File: config.mk
export PLATFORM = sky130hd
export DESIGN_NAME = prio_intc
export DESIGN_NICKNAME = d
export VERILOG_FILES = /design/src/rtl/intc_pkg.sv /design/src/rtl/intc_req.sv /design/src/rtl/intc_pick.sv /design/src/rtl/intc_regs.sv /design/src/rtl/prio_intc.sv
export SDC_FILE = /design/constraint.sdc
export NUM_CORES = 1
export LEC_CHECK = 0
export ABC_AREA = 0
export BUFFER_PORTS_ARGS = -buffer_cell sky130_fd_sc_hd__buf_2
export CAP_MARGIN = 20
export CORE_AREA = 3 3 159 99
export DETAILED_ROUTE_END_ITERATION = 16
export DIE_AREA = 0 0 162 102
export PLACE_DENSITY_LB_ADDON = 0.2
export SETUP_SLACK_MARGIN = 0.2
export SLEW_MARGIN = 20
export SYNTH_ARGS = -nofsm -noshare
export SYNTH_HDL_FRONTEND = slang
export SYNTH_SLANG_ARGS = --single-unit
File: constraint.sdc
create_clock -name clk -period 15.2 [get_ports clk]
set_clock_uncertainty 0.15 [all_clocks]
set_input_delay 0.76 -clock clk [delete_from_list [all_inputs] [get_ports clk]]
set_output_delay 0.76 -clock clk [all_outputs]
set_load 0.02 [all_outputs]
File: src/rtl/intc_pkg.sv
package intc_pkg;
  typedef enum logic [1:0] {
    ST_READY = 2'd0,
    ST_W2    = 2'd1,
    ST_W3    = 2'd2,
    ST_W4    = 2'd3
  } init_st_t;
endpackage

File: src/rtl/intc_req.sv
module intc_req #(
  parameter int N = 8
) (
  input  logic         clk,
  input  logic         rst_n,
  input  logic         level,
  input  logic         clr_all,
  input  logic [N-1:0] irq,
  input  logic [N-1:0] ack_clr,
  output logic [N-1:0] irr
);
  logic [N-1:0] prev;

  always_ff @(posedge clk) begin
    if (!rst_n) begin
      prev <= '0;
      irr  <= '0;
    end else begin
      prev <= irq;
      if (level) irr <= irq;
      else       irr <= (irr & ~ack_clr & {N{~clr_all}}) | (irq & ~prev);
    end
  end
endmodule

File: src/rtl/intc_pick.sv
module intc_pick #(
  parameter int N  = 8,
  parameter int LW = $clog2(N)
) (
  input  logic [N-1:0]  vec,
  input  logic [LW-1:0] lowest,
  output logic          found,
  output logic [LW-1:0] idx,
  output logic [LW-1:0] rank
);
  logic [LW-1:0] pos;

  always_comb begin
    found = 1'b0;
    idx   = '0;
    rank  = '0;
    pos   = '0;
    for (int k = 0; k < N; k++) begin
      pos = lowest + LW'(1) + LW'(k);
      if (!found && vec[pos]) begin
        found = 1'b1;
        idx   = pos;
        rank  = LW'(k);
      end
    end
  end
endmodule

File: src/rtl/intc_regs.sv
module intc_regs #(
  parameter int N  = 8,
  parameter int LW = $clog2(N)
) (
  input  logic          clk,
  input  logic          rst_n,
  input  logic          a0,
  input  logic          wr,
  input  logic [7:0]    d,
  input  logic          ack,
  input  logic          win_found,
  input  logic [LW-1:0] win_idx,
  input  logic          top_found,
  input  logic [LW-1:0] top_idx,
  output logic [N-1:0]  mask,
  output logic [N-1:0]  isr,
  output logic [LW-1:0] lowest,
  output logic          smm,
  output logic          rd_isr,
  output logic          level,
  output logic          cpu_mode,
  output logic          aeoi,
  output logic [7-LW:0] base,
  output logic [7:0]    casc,
  output logic          icw1_hit,
  output logic          vec_valid,
  output logic [7:0]    vec_data
);
  import intc_pkg::*;

  init_st_t      st;
  logic          need4, single;
  logic          is_ocw2, is_ocw3, odd_wr, eoi_hit;
  logic [LW-1:0] lvl;
  logic [LW-1:0] vec_lvl;

  assign icw1_hit = wr & ~a0 & d[4];
  assign odd_wr   = wr & a0;
  assign is_ocw2  = wr & ~a0 & ~d[4] & ~d[3] & (st == ST_READY);
  assign is_ocw3  = wr & ~a0 & ~d[4] &  d[3] & (st == ST_READY);
  assign lvl      = d[6] ? d[LW-1:0] : top_idx;
  assign eoi_hit  = d[6] | top_found;
  assign vec_lvl  = win_found ? win_idx : LW'(N-1);

  always_ff @(posedge clk) begin
    if (!rst_n) begin
      st <= ST_READY; need4 <= 1'b0; single <= 1'b1; level <= 1'b0;
      base <= '0; casc <= '0; cpu_mode <= 1'b0; aeoi <= 1'b0;
      mask <= '0; isr <= '0; lowest <= LW'(N-1); smm <= 1'b0;
      rd_isr <= 1'b0; vec_valid <= 1'b0; vec_data <= '0;
    end else begin
      vec_valid <= 1'b0;
      if (icw1_hit) begin
        st <= ST_W2; need4 <= d[0]; single <= d[1]; level <= d[3];
        mask <= '0; isr <= '0; lowest <= LW'(N-1); smm <= 1'b0;
        rd_isr <= 1'b0; cpu_mode <= 1'b0; aeoi <= 1'b0;
      end else if (odd_wr) begin
        case (st)
          ST_W2: begin
            base <= d[7:LW];
            st   <= !single ? ST_W3 : (need4 ? ST_W4 : ST_READY);
          end
          ST_W3: begin
            casc <= d;
            st   <= need4 ? ST_W4 : ST_READY;
          end
          ST_W4: begin
            cpu_mode <= d[0];
            aeoi     <= d[1];
            st       <= ST_READY;
          end
          default: mask <= d;
        endcase
      end else if (is_ocw2) begin
        if (d[5] && eoi_hit) isr[lvl] <= 1'b0;
        if (d[7] && eoi_hit && (d[5] || d[6])) lowest <= lvl;
      end else if (is_ocw3) begin
        if (d[1]) rd_isr <= d[0];
        if (d[6]) smm <= d[5];
      end
      if (ack) begin
        vec_valid <= 1'b1;
        vec_data  <= cpu_mode ? {base, vec_lvl} : {{(8-LW){1'b0}}, vec_lvl};
        if (win_found && !aeoi) isr[win_idx] <= 1'b1;
      end
    end
  end
endmodule

File: src/rtl/prio_intc.sv
module prio_intc #(
  parameter int N  = 8,
  parameter int LW = $clog2(N)
) (
  input  logic         clk,
  input  logic         rst_n,
  input  logic         reg_a0,
  input  logic         reg_wr,
  input  logic [7:0]   reg_wdata,
  output logic [7:0]   reg_rdata,
  input  logic [N-1:0] irq_in,
  output logic         int_out,
  input  logic         ack,
  output logic         vec_valid,
  output logic [7:0]   vec_data,
  output logic [7:0]   cascade_cfg
);
  logic [N-1:0]  mask, isr, irr, pending, ack_clr;
  logic [LW-1:0] lowest, p_idx, p_rank, i_idx, i_rank;
  logic          p_found, i_found, smm, rd_isr, level, cpu_mode, aeoi, icw1_hit;
  logic [7-LW:0] base;

  assign pending = irr & ~mask & ~isr;
  assign int_out = p_found & (smm | ~i_found | (p_rank < i_rank));
  assign ack_clr = (ack & int_out & ~level) ? (N'(1) << p_idx) : '0;
  assign reg_rdata = reg_a0 ? 8'(mask) : (rd_isr ? 8'(isr) : 8'(irr));

  intc_req #(.N(N)) u_req (
    .clk(clk), .rst_n(rst_n), .level(level), .clr_all(icw1_hit),
    .irq(irq_in), .ack_clr(ack_clr), .irr(irr)
  );

  intc_pick #(.N(N), .LW(LW)) u_pick_req (
    .vec(pending), .lowest(lowest), .found(p_found), .idx(p_idx), .rank(p_rank)
  );

  intc_pick #(.N(N), .LW(LW)) u_pick_isr (
    .vec(isr), .lowest(lowest), .found(i_found), .idx(i_idx), .rank(i_rank)
  );

  intc_regs #(.N(N), .LW(LW)) u_regs (
    .clk(clk), .rst_n(rst_n), .a0(reg_a0), .wr(reg_wr), .d(reg_wdata),
    .ack(ack), .win_found(int_out), .win_idx(p_idx),
    .top_found(i_found), .top_idx(i_idx),
    .mask(mask), .isr(isr), .lowest(lowest), .smm(smm), .rd_isr(rd_isr),
    .level(level), .cpu_mode(cpu_mode), .aeoi(aeoi), .base(base),
    .casc(cascade_cfg), .icw1_hit(icw1_hit),
    .vec_valid(vec_valid), .vec_data(vec_data)
  );
endmodule

# Word level (Yosys, flattened, before mapping)
# Index checks and enable logic that the tools add are counted.
[totals] elab_cells=233 mem_count=0 mem_bits_rw=0 latchBits=0 mem_bits_ro=0 input_bits=21 ff_bits=66 output_inout_bits=26
[op_classes] order_cmp=13 add_sub_neg=8 eq_ne=3 multipliers=0 bitwise=37 div_mod_pow=0 mux=102 n_reduce_logical=51 shift=1
[ops] operator="$mux 8" count=12
[ops] operator="$mux 3" count=26
[ops] operator="$and 8x8->8" count=6
[ops] operator="$bmux 1 s3" count=16
[ops] operator="$lt 3x4->1 const B" count=10
[ops] operator="$not 8->8" count=5
[ops] operator="$mux 1" count=39
[ops] operator="$logic_and 1x1->1" count=20
[ops] operator="$or 8x8->8" count=2
[ops] operator="$logic_not 1->1" count=15
[ops] operator="$add 3x3->3 const B" count=4
[ops] operator="$mux 2" count=6
[ops] operator="$and 1x1->1" count=11
[ops] operator="$not 1->1" count=10
[ops] operator="$reduce_and 3->1" count=3
[ops] operator="$reduce_and 2->1" count=4
[ops] operator="$reduce_and 4->1" count=2
[ops] operator="$shl 1x3->8 const A" count=1
[ops] operator="$add 3x1->3 const B" count=2
[ops] operator="$add 3x2->3 const B" count=2
[ops] operator="$demux 1 s3" count=2
[ops] operator="$ge 3x1->1 const B" count=2
[ops] operator="$pmux 2 s3" count=1
[ops] operator="$eq 2x2->1 const B" count=2
[ops] operator="10 further kinds" count=12

# Depth between registers and ports, before layout
# Gate-level depths: netlist (run 1).
[logic_depth] ltp_word=40 mapped_depth=22 depth_no_buf=15

# Hierarchy
# A second synthesis (run 1) with hierarchy kept.
[unflattened] hier_cells=571 area_unflattened_um2=5118.7
[by_module_without_submodules] mod="intc_regs" cells_per_inst=242 seq_area_each_um2=1001.0 area_per_inst_um2=2290.9 instances=1
[by_module_without_submodules] mod="intc_pick" cells_per_inst=106 seq_area_each_um2=0.0 area_per_inst_um2=918.4 instances=2
[by_module_without_submodules] mod="intc_req" cells_per_inst=59 seq_area_each_um2=320.3 area_per_inst_um2=584.3 instances=1
[by_module_without_submodules] mod="prio_intc" cells_per_inst=58 seq_area_each_um2=0.0 area_per_inst_um2=406.6 instances=1

# Worst setup path before layout (run 1)
# No wires, ideal clock.
[synth_path] path_kind="reg-to-output" start="reg u_regs.lowest[0]" end="out int_out" path_slack_ps=9940 t_required_ps=14290 n_path_buf=7 arrival_ps=4350 path_stages_with_launch=21 cell_sequence="dfxtp_1 -> buf_6 -> buf_2 -> inv_1 -> buf_2 -> buf_1 -> ha_1 -> buf_6 -> buf_6 -> buf_4 -> and2_1 -> a221oi_1 -> a2bb2o_1 -> a21oi_2 -> nand2_1 -> o32ai_1 -> ha_1 -> o21ai_0 -> a221o_1 -> a21oi_1 -> nor2_4"
[synth_via] elab_chain_len=29 word_cells_on_any_way=103 cone_classes="add/sub (8); order compare (1); mux (62); bitwise (4); reduce/logical (28)"
[synth_rtl] element="from (decl)" line="intc_regs.sv:17" rtl="output logic [LW-1:0] lowest,"
[synth_rtl] element="from (signal assigned)" line="intc_regs.sv:76" rtl="if (d[7] && eoi_hit && (d[5] || d[6])) lowest <= lvl;"
[synth_rtl] element="$add 3x1->3 (*)" line="intc_pick.sv:19" rtl="pos = lowest + LW'(1) + LW'(k);"
[synth_rtl] element="branches (longest 27 deep; another with $add 3x1->3)"
[synth_rtl] element="$and 1x1->1 (*)" line="prio_intc.sv:24" rtl="assign int_out = p_found & (smm | ~i_found | (p_rank < i_rank));"
[synth_rtl] element="to (decl)" line="prio_intc.sv:12" rtl="output logic int_out,"
# Every way passes the cells marked *. The select of a mux whose other input is x is not followed.

# Worst setup path after layout (run 1)
# Ends and elaborated chain as after synthesis.

==> run_results.csv, run 1 <==
group,metric,value,unit
cells_and_area,final_cell_area,5920,µm²
critical_path,endpoint_kind,"primary output",
die,fp.coreArea,14400,µm²
routing,drt_iter0_drc,686,
clocking,cts-htree-levels,3,
power,peakVddDrop,0.0505,mV
cells_and_area,area_delta_synth_final,11.4,%
global_routing,antenna_found_initial,0,
global_routing,grt_max_degree,56,
clocking,cts_root_buf,"clkbuf_16",
routing,drcViolationCount,0,
routing,vias,5335,
cells_and_area,multi_input_area,3690,µm²
yosys,syn_inst,626,
clocking,clkTransAtPathRegs,0.06,ns
clocking,max-clock-path-buffers,2,
yosys,yosysWarnings,0,
critical_path,critical_path_class,"reg -> out",
place,gp_congestion,0.928,
clocking,cts_sinks,66,
cells_and_area,fillCellCount,1489,
cells_and_area,insertedDiodeCount,0,
place,portBuffers,46,
cells_and_area,drive_gt1_share,19.3,%
yosys,async_flop_share,0,%
die,start_util,36.9,%
cells_and_area,seq_area,1320,µm²
yosys,synth_edf_count,0,
sta,finalHoldWorstSlack,0.319,ns
sta,hold_viol_final,0,
yosys,synth_nets,656,
run_status,status,"completed",
sta,final.setup.tns,0,ns
cells_and_area,nets,674,
yosys,yosysMostFrequentCell,"nand2_1",
yosys,ys.flop_type,"dfxtp_1",
critical_path,worst_setup_path_start_kind,"register",
power,power_density,151,nW/µm²
sta,max_freq,0.144,GHz
die,io_pins,47,
clocking,cts_tree,"done",
yosys,yosys-top-cells-area,"dfxtp_1, mux4_2, nand2_1",
yosys,synth_seq_cells,66,
sta,worst_pin_slew,0.958,ns
yosys,synth.avg_cell_area,8.48,µm²
yosys,yosysSeqAreaShare,24.9,%
place,hpwlAfterDp,13.2,mm
critical_path,path_max_fanout,55,
global_routing,track_usage,21.3,%
power,power.leakage,2.22,nW
sta,setup_slack,8.28,ns
global_routing,grt_pass1_wl,27.3,mm
yosys,yosysTopAreaCellShare,24.9,%
place,detailed_place.area,5600,µm²
sta,period_share,45.5,%
yosys,synth_area,5310,µm²
yosys,synth_common_cells,"nand2_1, dfxtp_1, nand3_1",
yosys,yosysTopAreaCell,"dfxtp_1",
global_routing,gr-total-overflow,0,
clocking,cts_resized,0,
clocking,post_cts_buffers,0,
clocking,hold_buffers,0,
sta,rsz0062_at_grt,"false",
yosys,ys_types,87,
routing,wirelength,17.7,mm
sta,setup_viol,0,
routing,routed_via_density,6.30,
routing,drtPass1Iterations,6,
sta,post-route-min-period,6.92,ns
place,place_ws,8.68,ns
die,die_h,102,µm
cells_and_area,finish.utilization,41.1,%
clocking,clk_latency,0.33,ns
worst_hold_path,min_path_type,"reg -> reg",
die,rows,34,
global_routing,grt_pass1_vias,4730,
critical_path,critPathArrivalTime,6.01,ns
critical_path,worstPathRequired,14.29,ns
sta,slew_headroom,36.1,%
routing,drt.antenna.violating_nets,0,
routing,wl_per_cell,20.9,µm
die,die_area,16500,µm²
clocking,cts_buffers,9,
sta,slew_viol_final,0,
die,die_w,162,µm
run,drv_cap,0,
-- metal layers --
metal  global-route usage [%]  vias up  routed length [µm]
met5                        0        -                   0
met4                     3.54        0                 170
met3                     6.56       16                2030
met2                     28.2      346                6880
met1                     33.5     2554                8620
li1                         -     2419                   -
-- critical path: stages (launching register included) --
cell     delay, ns
dfxtp_1       0.30
buf_4         0.43
inv_1         0.58
ha_2          0.52
buf_4         0.55
inv_2         0.23
mux2i_1       0.49
mux4_2        0.42
and2_1        0.24
nand2_1       0.10
o32ai_1       0.48
ha_1          0.27
o21ai_0       0.10
a221o_1       0.34
a21oi_1       0.30
nor2_4        0.10
buf_2         0.18
-- metrics by stage --
step	std cells	power [mW]
after floorplan	626	0.536
after global placement	831	0.657
after detailed placement	831	0.657
after CTS	847	0.881
after global routing	847	0.941
final	847	0.891
-- cells by family (layout without fill, tap and decap cells) --
logic type,count (synthesis),count (layout),share of synthesized area [%]
AOI/OAI and AO/OA,185,185,24.6
buffers and inverters,62,85,5.63
xor gates and xnor gates,8,8,2.45
adders and majority gates,9,9,2.12
muxes,55,55,15.1
and+or+nand+nor,241,241,25.2
DFF,66,66,24.9
-- report_power, final --
group / internal [mW] / switching, mW / leakage [nW]
sequential: 0.190 / 0.0348 / 0.539
combinational: 0.167 / 0.277 / 1.52
clock: 0.147 / 0.0749 / 0.156
total: 0.504 / 0.387 / 2.22
-- final timing paths --
path / end / slack, ns / depth (start not counted) / start
setup / recovery: int_out / 8.28 / 16 / u_regs.lowest[0]
hold reg to reg: u_regs.casc[7] / 0.32 / 2 / u_regs.casc[7]
hold / removal: u_regs.casc[7] / 0.32 / 2 / u_regs.casc[7]
setup reg to reg: u_regs.isr[6] / 8.85 / 17 / u_regs.lowest[0]
-- flip-flops by register name, summed over array words and instances, names as in the netlist, 2 cells and up --
register         flops
u_regs.casc          8
u_regs.isr           8
u_regs.mask          8
u_regs.vec_data      8
u_req.irr            8
u_req.prev           8
u_regs.base          5
u_regs.lowest        3
u_regs.st            2
-- cell usage in the layout (no fill, tap or decap), types with 10 or more instances in the layout --
master / count
nor4_1: 11
mux2_2: 10
a31oi_1: 13
inv_1: 16
nand2_1: 77
mux4_2: 19
nand3_1: 47
a21boi_0: 26
a21oi_1: 33
and2_1: 14
buf_2: 46
mux2i_1: 24
o21ai_0: 25
nor2_1: 27
dfxtp_1: 66
-- final cells by class --
type	count	share of cell area [%]
flip-flops and latches	66	22.3
multi-input cells	498	62.4
clock inverters	5	1.31
repair buffers	51	4.53
clock buffers	11	4.10
inverters	18	1.14
well taps	198	4.19
No activity file was read; power rests on OpenSTA's default activity.
==> inputs of run 2 (changes only) <==
- ABC_AREA: 0 -> 1
- CORE_AREA: 3 3 159 99 -> 3 3 146 91
- DIE_AREA: 0 0 162 102 -> 0 0 149 94
- clock period: 15.2 -> 5.6 ns (I/O delays scaled with it)
==> run 2 against run 1 <==
Sequential power is 140% higher. Clock-buffer cell count is 2 lower. Global-route usage is 0.14 points higher. First-iteration DRC count is 6.9% lower. Highest routed layer unchanged. Worst hold slack worse by 0.31 ns. Critical endpoint unchanged. Via count is 9.7% lower. Non-clock buffer count is 1 higher.
==> run_results.csv, run 2 <==
group,metric,value,unit
run_status,status,"completed",
die,die_area,14000,µm²
critical_path,rr_worst_depth,21,
critical_path,worstPathRequired,5.17,ns
yosys,ys.flop_type,"dfxtp_1",
sta,post-route-min-period,4.88,ns
die,die_w,149,µm
clocking,cts_resized,0,
power,pwr-share-comb,39.9,%
clocking,max-clock-path-buffers,2,
routing,drcViolationCount,0,
yosys,ys_types,38,
yosys,synth.avg_cell_area,6.14,µm²
routing,vias,4817,
clocking,cts_buffers,9,
worst_hold_path,min_path_type,"in -> reg",
clocking,clkTransAtPathRegs,0.06,ns
global_routing,antenna_found_initial,0,
critical_path,critPathArrivalTime,4.45,ns
critical_path,crit_path_frequent_cell,"nand2_1",
sta,hold_viol_final,0,
yosys,synth_area,4440,µm²
cells_and_area,layout_commonest_cell,"nand2_1",
clocking,cts-htree-levels,3,
global_routing,grt_max_degree,32,
critical_path,crit_family,"simple AND/OR/NAND/NOR gates",
sta,rsz0062_at_grt,"false",
die,start_util,37.0,%
cells_and_area,insertedDiodeCount,0,
critical_path,cp_cell_sequence,"buf_4, inv_2, ha_1, inv_4, nand2_1, nand2_2, nand2_1, nand2_1, o21ai_2, nand4_4, nor2_4, o21ai_0, nand2_1, inv_1, ha_1, a21oi_1, nand2_1, a21boi_2, buf_2",
yosys,yosysTopAreaCell,"dfxtp_1",
power,pwr-share-clk,31.4,%
cells_and_area,seq_area,1320,µm²
critical_path,endpoint_kind,"primary output",
cells_and_area,area_delta_synth_final,14.9,%
place,portBuffers,46,
place,gp_congestion,0.964,
yosys,yosysTopAreaCellShare,29.7,%
sta,max_freq,0.205,GHz
global_routing,grt_pass1_vias,4247,
place,hpwlAfterDp,11.8,mm
sta,period_share,87.2,%
critical_path,worst_setup_path_start_kind,"register",
die,die_h,94,µm
yosys,synth_common_cells,"nand2_1, nand3_1, nor2_1",
yosys,syn_inst,724,
yosys,async_flop_share,0,%
power,power.leakage,2.39,nW
critical_path,path_max_fanout,31,
yosys,yosys-top-cells-area,"dfxtp_1, nand2_1, nand3_1",
clocking,clk_latency,0.33,ns
clocking,post_cts_buffers,0,
cells_and_area,final_cell_mix,"nand2_1, nand3_1, nor2_1, inv_1, dfxtp_1",
cells_and_area,fillCellCount,1283,
power,p_seq_share,28.7,%
routing,wl_per_cell,15.7,µm
run,drv_cap,0,
worst_hold_path,holdPathStages,3,
clocking,cts_tree,"done",
die,fp.coreArea,12000,µm²
power,peakVddDrop,0.168,mV
sta,setup_viol,0,
yosys,yosysSeqAreaShare,29.7,%
power,p_switching,0.781,mW
yosys,synth_seq_cells,66,
global_routing,grt_pass1_wl,23.2,mm
sta,slew_headroom,58.3,%
sta,worst_pin_slew,0.625,ns
critical_path,cp_slowest_cell,"ha_1",
clocking,cts_sinks,66,
cells_and_area,nets,793,
sta,slew_viol_final,0,
cells_and_area,drive_gt1_share,13.8,%
routing,drtPass1Iterations,5,
critical_path,worst-path-buf-inv,5,
global_routing,gr-total-overflow,0,
critical_path,critical_path_class,"reg -> out",
routing,drt.antenna.violating_nets,0,
power,p_int,1.13,mW
die,rows,31,
yosys,yosysMostFrequentCell,"nand2_1",
cells_and_area,multi_input_area,2660,µm²
sta,final.setup.tns,0,ns
yosys,yosysWarnings,0,
global_routing,track_usage,21.4,%
yosys,synth_edf_count,0,
die,io_pins,47,
routing,routed_via_density,5.16,
clocking,cts_root_buf,"clkbuf_16",
sta,finalHoldWorstSlack,0.00897,ns
yosys,synth_nets,754,
critical_path,worst-path-stages,19,
routing,wirelength,14.7,mm
power,power_density,375,nW/µm²
routing,drt_iter0_drc,639,
power,p_sw_share,40.8,%
critical_path,cpPeakStageDelay,0.73,ns
## run 2: changes by cell type in the layout (fill, tap and decap cells not counted), moves of 26 or more
cell / delta
inv_1: +59
nand2_1: +127
a21boi_0: -26
o21ai_0: +35
nor2_1: +55
nand3_1: +37
## run 2: final cells by class
cell class              count  area share (%)
clock buffers               9            4.41
repair buffers             52            5.63
flip-flops and latches     66            25.9
clock inverters             7            1.84
well taps                 165            4.04
multi-input cells         552            52.1
inverters                  82            6.08
## run 2: through the flow
stage / worst slack, ns / area (µm²) / util, % / power, mW / cells
after detailed placement: 1.13 / 4740 / 39.4 / 1.30 / 912
after global placement: 1.28 / 4740 / 39.4 / 1.30 / 912
after CTS: 0.749 / 5110 / 42.5 / 1.91 / 933
after floorplan: 2.10 / 4440 / - / 1.10 / 724
after global routing: 0.333 / 5110 / 42.5 / 2.04 / 933
final: 0.717 / 5110 / 42.5 / 1.91 / 933
## run 2: cell families (layout without fill, tap and decap cells)
logic type | count (synthesis) | after routing | synth area share [%]
AO/OA/AOI/OAI | 130 | 130 | 15.6
adder cells (fa/ha/maj) | 9 | 9 | 2.53
flip-flops | 66 | 66 | 29.7
AND/OR/NAND/NOR | 413 | 413 | 41.8
buffers and inverters | 106 | 150 | 10.4
## run 2: repair_timing
item | CTS | global route
setup endpoints to repair | 0 | 0
hold buffers | 5 | 0
hold endpoints to repair | 5 | 0
## run 2: worst paths after layout
| path | startpoint | end | slack, ns |
|---|---|---|---|
| setup / recovery | u_regs.lowest[0] | int_out | 0.72 |
| hold / removal | irq_in[7] | u_req.prev[7] | 0.009 |
| setup reg to reg | u_regs.lowest[0] | u_regs.vec_data[1] | 1.09 |
| hold reg to reg | u_regs.base[0] | u_regs.base[0] | 0.30 |
## run 2: routing by layer
metal	routed length, µm	track usage (%)	vias to the layer above
met5	0	0	-
met4	106	3.88	0
met3	1320	5.54	14
met2	5390	28.5	193
met1	7860	34.0	2190
li1	-	-	2420
## run 2: power by group through the flow
stage          clock (mW)  sequential [mW]  combinational (mW)
2_1_floorplan           0            0.548               0.554
3_3_place_gp            0            0.557               0.746
3_5_place_dp            0            0.557               0.745
4_1_cts             0.609            0.547               0.751
5_1_grt             0.635            0.552               0.852
6_report            0.601            0.549               0.763
## run 2: worst register-to-register path: stages (launching register included)
cell,delay [ns]
dfxtp_1,0.30
buf_4,0.27
inv_2,0.22
ha_1,0.73
inv_4,0.18
nand2_1,0.12
nand2_2,0.18
nand2_1,0.13
nand2_1,0.10
o21ai_2,0.22
nand4_4,0.16
nor2_4,0.13
o21ai_0,0.17
nand2_1,0.18
inv_1,0.07
ha_1,0.29
a21oi_1,0.15
nand2_1,0.12
a21boi_2,0.19
nand2_1,0.11
o21ai_1,0.16
inv_1,0.05
==> inputs of run 3 (changes only) <==
- CORE_AREA: 3 3 146 91 -> 3 3 162 101
- DIE_AREA: 0 0 149 94 -> 0 0 165 104
==> run 3 against run 2 <==
Non-clock buffer count grew 1. Clock-buffer cell count increased by 2. First-iteration DRC count is 36% lower. Cell area grew 0.61%. Register-to-register slack gained 0.28 ns. Global-route usage fell by 3.4 points. Die area increased by 23%. Highest routed layer unchanged. Critical path type unchanged. Critical path depth down 1.
==> run_results.csv, run 3 (synthesis gave the netlist of run 2 again) <==
group,metric,value,unit
critical_path,worst-path-stages,18,
critical_path,worst-path-buf-inv,4,
critical_path,crit_start,"u_regs.lowest[0]",
critical_path,crit_path_frequent_cell,"nand2_1",
routing,drcViolationCount,0,
global_routing,gr-total-overflow,0,
routing,vias,4698,
critical_path,cp_slowest_cell,"ha_1",
power,power_density,365,nW/µm²
clocking,cts_sinks,66,
power,peakVddDrop,0.175,mV
critical_path,path_max_fanout,17,
worst_hold_path,min_path_type,"in -> reg",
cells_and_area,final_cell_area,5140,µm²
critical_path,reg2reg_slack,1.37,ns
critical_path,r2r_end,"u_regs.vec_data[1]",
global_routing,grt_pass1_wl,24.0,mm
routing,wirelength,15.0,mm
run,drv_cap,0,
critical_path,worst_setup_path_start_kind,"register",
sta,final.setup.tns,0,ns
sta,rsz0062_at_grt,"false",
die,start_util,29.4,%
sta,slew_viol_final,0,
critical_path,worstPathRequired,5.17,ns
die,rows,35,
global_routing,grt_pass1_vias,4247,
place,gp_congestion,0.916,
global_routing,antenna_found_initial,0,
cells_and_area,final_cell_mix,"nand2_1, nand3_1, nor2_1, inv_1, dfxtp_1",
place,hpwlAfterDp,12.0,mm
cells_and_area,layout_commonest_cell,"nand2_1",
critical_path,rr_worst_depth,20,
sta,period_share,82.3,%
run_status,status,"completed",
die,io_pins,47,
cells_and_area,drive_gt1_share,13.6,%
sta,slew_headroom,54.4,%
global_routing,track_usage,18.0,%
critical_path,critical_path_class,"reg -> out",
clocking,max-clock-path-buffers,2,
routing,drt.antenna.violating_nets,0,
clocking,cts_tree,"done",
routing,wl_per_cell,15.5,µm
clocking,clkTransAtPathRegs,0.05,ns
place,portBuffers,46,
clocking,cts_root_buf,"clkbuf_16",
global_routing,grt_max_degree,31,
sta,worst_pin_slew,0.680,ns
routing,routed_via_density,4.84,
die,die_w,165,µm
sta,setup_viol,0,
critical_path,cpPeakStageDelay,0.73,ns
clocking,clk_latency,0.34,ns
critical_path,endpoint_kind,"primary output",
die,die_h,104,µm
place,detailed_place.area,4790,µm²
critical_path,rr_startpoint,"u_regs.lowest[0]",
power,power.leakage,2.39,nW
cells_and_area,nets,794,
sta,hold_viol_final,0,
routing,drtPass1Iterations,5,
die,fp.coreArea,15100,µm²
sta,max_freq,0.217,GHz
die,die_area,17200,µm²
cells_and_area,area_delta_synth_final,15.6,%
clocking,cts_resized,0,
critical_path,crit_path_end,"int_out",
routing,drt_iter0_drc,406,
critical_path,crit_family,"simple AND/OR/NAND/NOR gates",
clocking,cts-htree-levels,3,
sta,post-route-min-period,4.61,ns
critical_path,critPathArrivalTime,4.18,ns
cells_and_area,insertedDiodeCount,0,
critical_path,cp_cell_sequence,"inv_2, ha_1, inv_4, nand2_1, nand2_2, nand2_1, nand2_1, o21ai_2, nand4_4, nor2_4, o21ai_0, nand2_1, inv_1, ha_1, a21oi_1, nand2_1, a21boi_2, buf_2",
clocking,cts_buffers,9,
## run 3: changes by cell type in the layout (fill, tap and decap cells not counted), sizes merged
cell | before | now
clkbuf | 9 | 11
clkinv | 5 | 4
bufinv | 2 | 1
clkinvlp | 2 | 0
dlygate4sd3 | 5 | 6
## run 3: per-stage QoR
stage | power (mW) | setup WS, ns | instances | utilization [%] | hold WS, ns
after floorplan | 1.10 | 2.10 | 724 | - | 0.242
after global placement | 1.32 | 1.49 | 950 | 31.7 | 0.293
after detailed placement | 1.30 | 1.40 | 950 | 31.7 | 0.291
after CTS | 1.87 | 1.02 | 970 | 34.0 | 0.00113
after global routing | 2.00 | 0.609 | 970 | 34.0 | 0.0172
final | 1.87 | 0.991 | 970 | 34.0 | 0.00337
## run 3: worst min-delay path by stage
stage,start,end,slack [ns],cells after the start
2_1_floorplan,irq_in[0],u_req.prev[0],0.24,2
3_3_place_gp,u_regs.base[3],u_regs.base[3],0.29,2
3_5_place_dp,u_regs.base[3],u_regs.base[3],0.29,2
4_1_cts,irq_in[1],u_req.prev[1],0.001,3
5_1_grt,irq_in[1],u_req.prev[1],0.02,3
6_report,irq_in[7],u_req.prev[7],0.003,3
## run 3: metal layers
metal | vias up | GRT usage (%) | part of all wire (%) | routed length, µm
met3 | 14 | 4.42 | 9.0 | 1340
li1 | 2422 | - | - | -
met5 | - | 0 | 0 | 0
met4 | 0 | 3.35 | 0.95 | 143
met1 | 2094 | 30.6 | 55 | 8290
met2 | 168 | 21.8 | 35 | 5240
## run 3: final cells by class
type / instances / area [µm²]
Timing Repair Buffer: 53 / 298
Inverter: 82 / 310
Sequential cell: 66 / 1320
Fill cell: 1670 / 9970
Multi-Input combinational cell: 552 / 2660
Clock buffer: 11 / 253
Clock inverter: 3 / 40.0
Tap cell: 203 / 254
## run 3: worst min-delay path: stages
cell	delay, ns
buf_2	0.07
nand2_1	0.04
inv_1	0.06
## run 3: where the power goes
part           internal, mW  switching, mW  leakage, nW  total (mW)
clock                 0.362          0.205        0.147       0.567
sequential            0.507         0.0446        0.540       0.552
combinational         0.237          0.518         1.70       0.756
total                  1.11          0.768         2.39        1.87
## run 3: repair_timing
action	CTS	global route
setup buffers	0	0
hold buffers	6	0
endpoints found under the setup margin	0	0
endpoints found under the hold margin	6	0
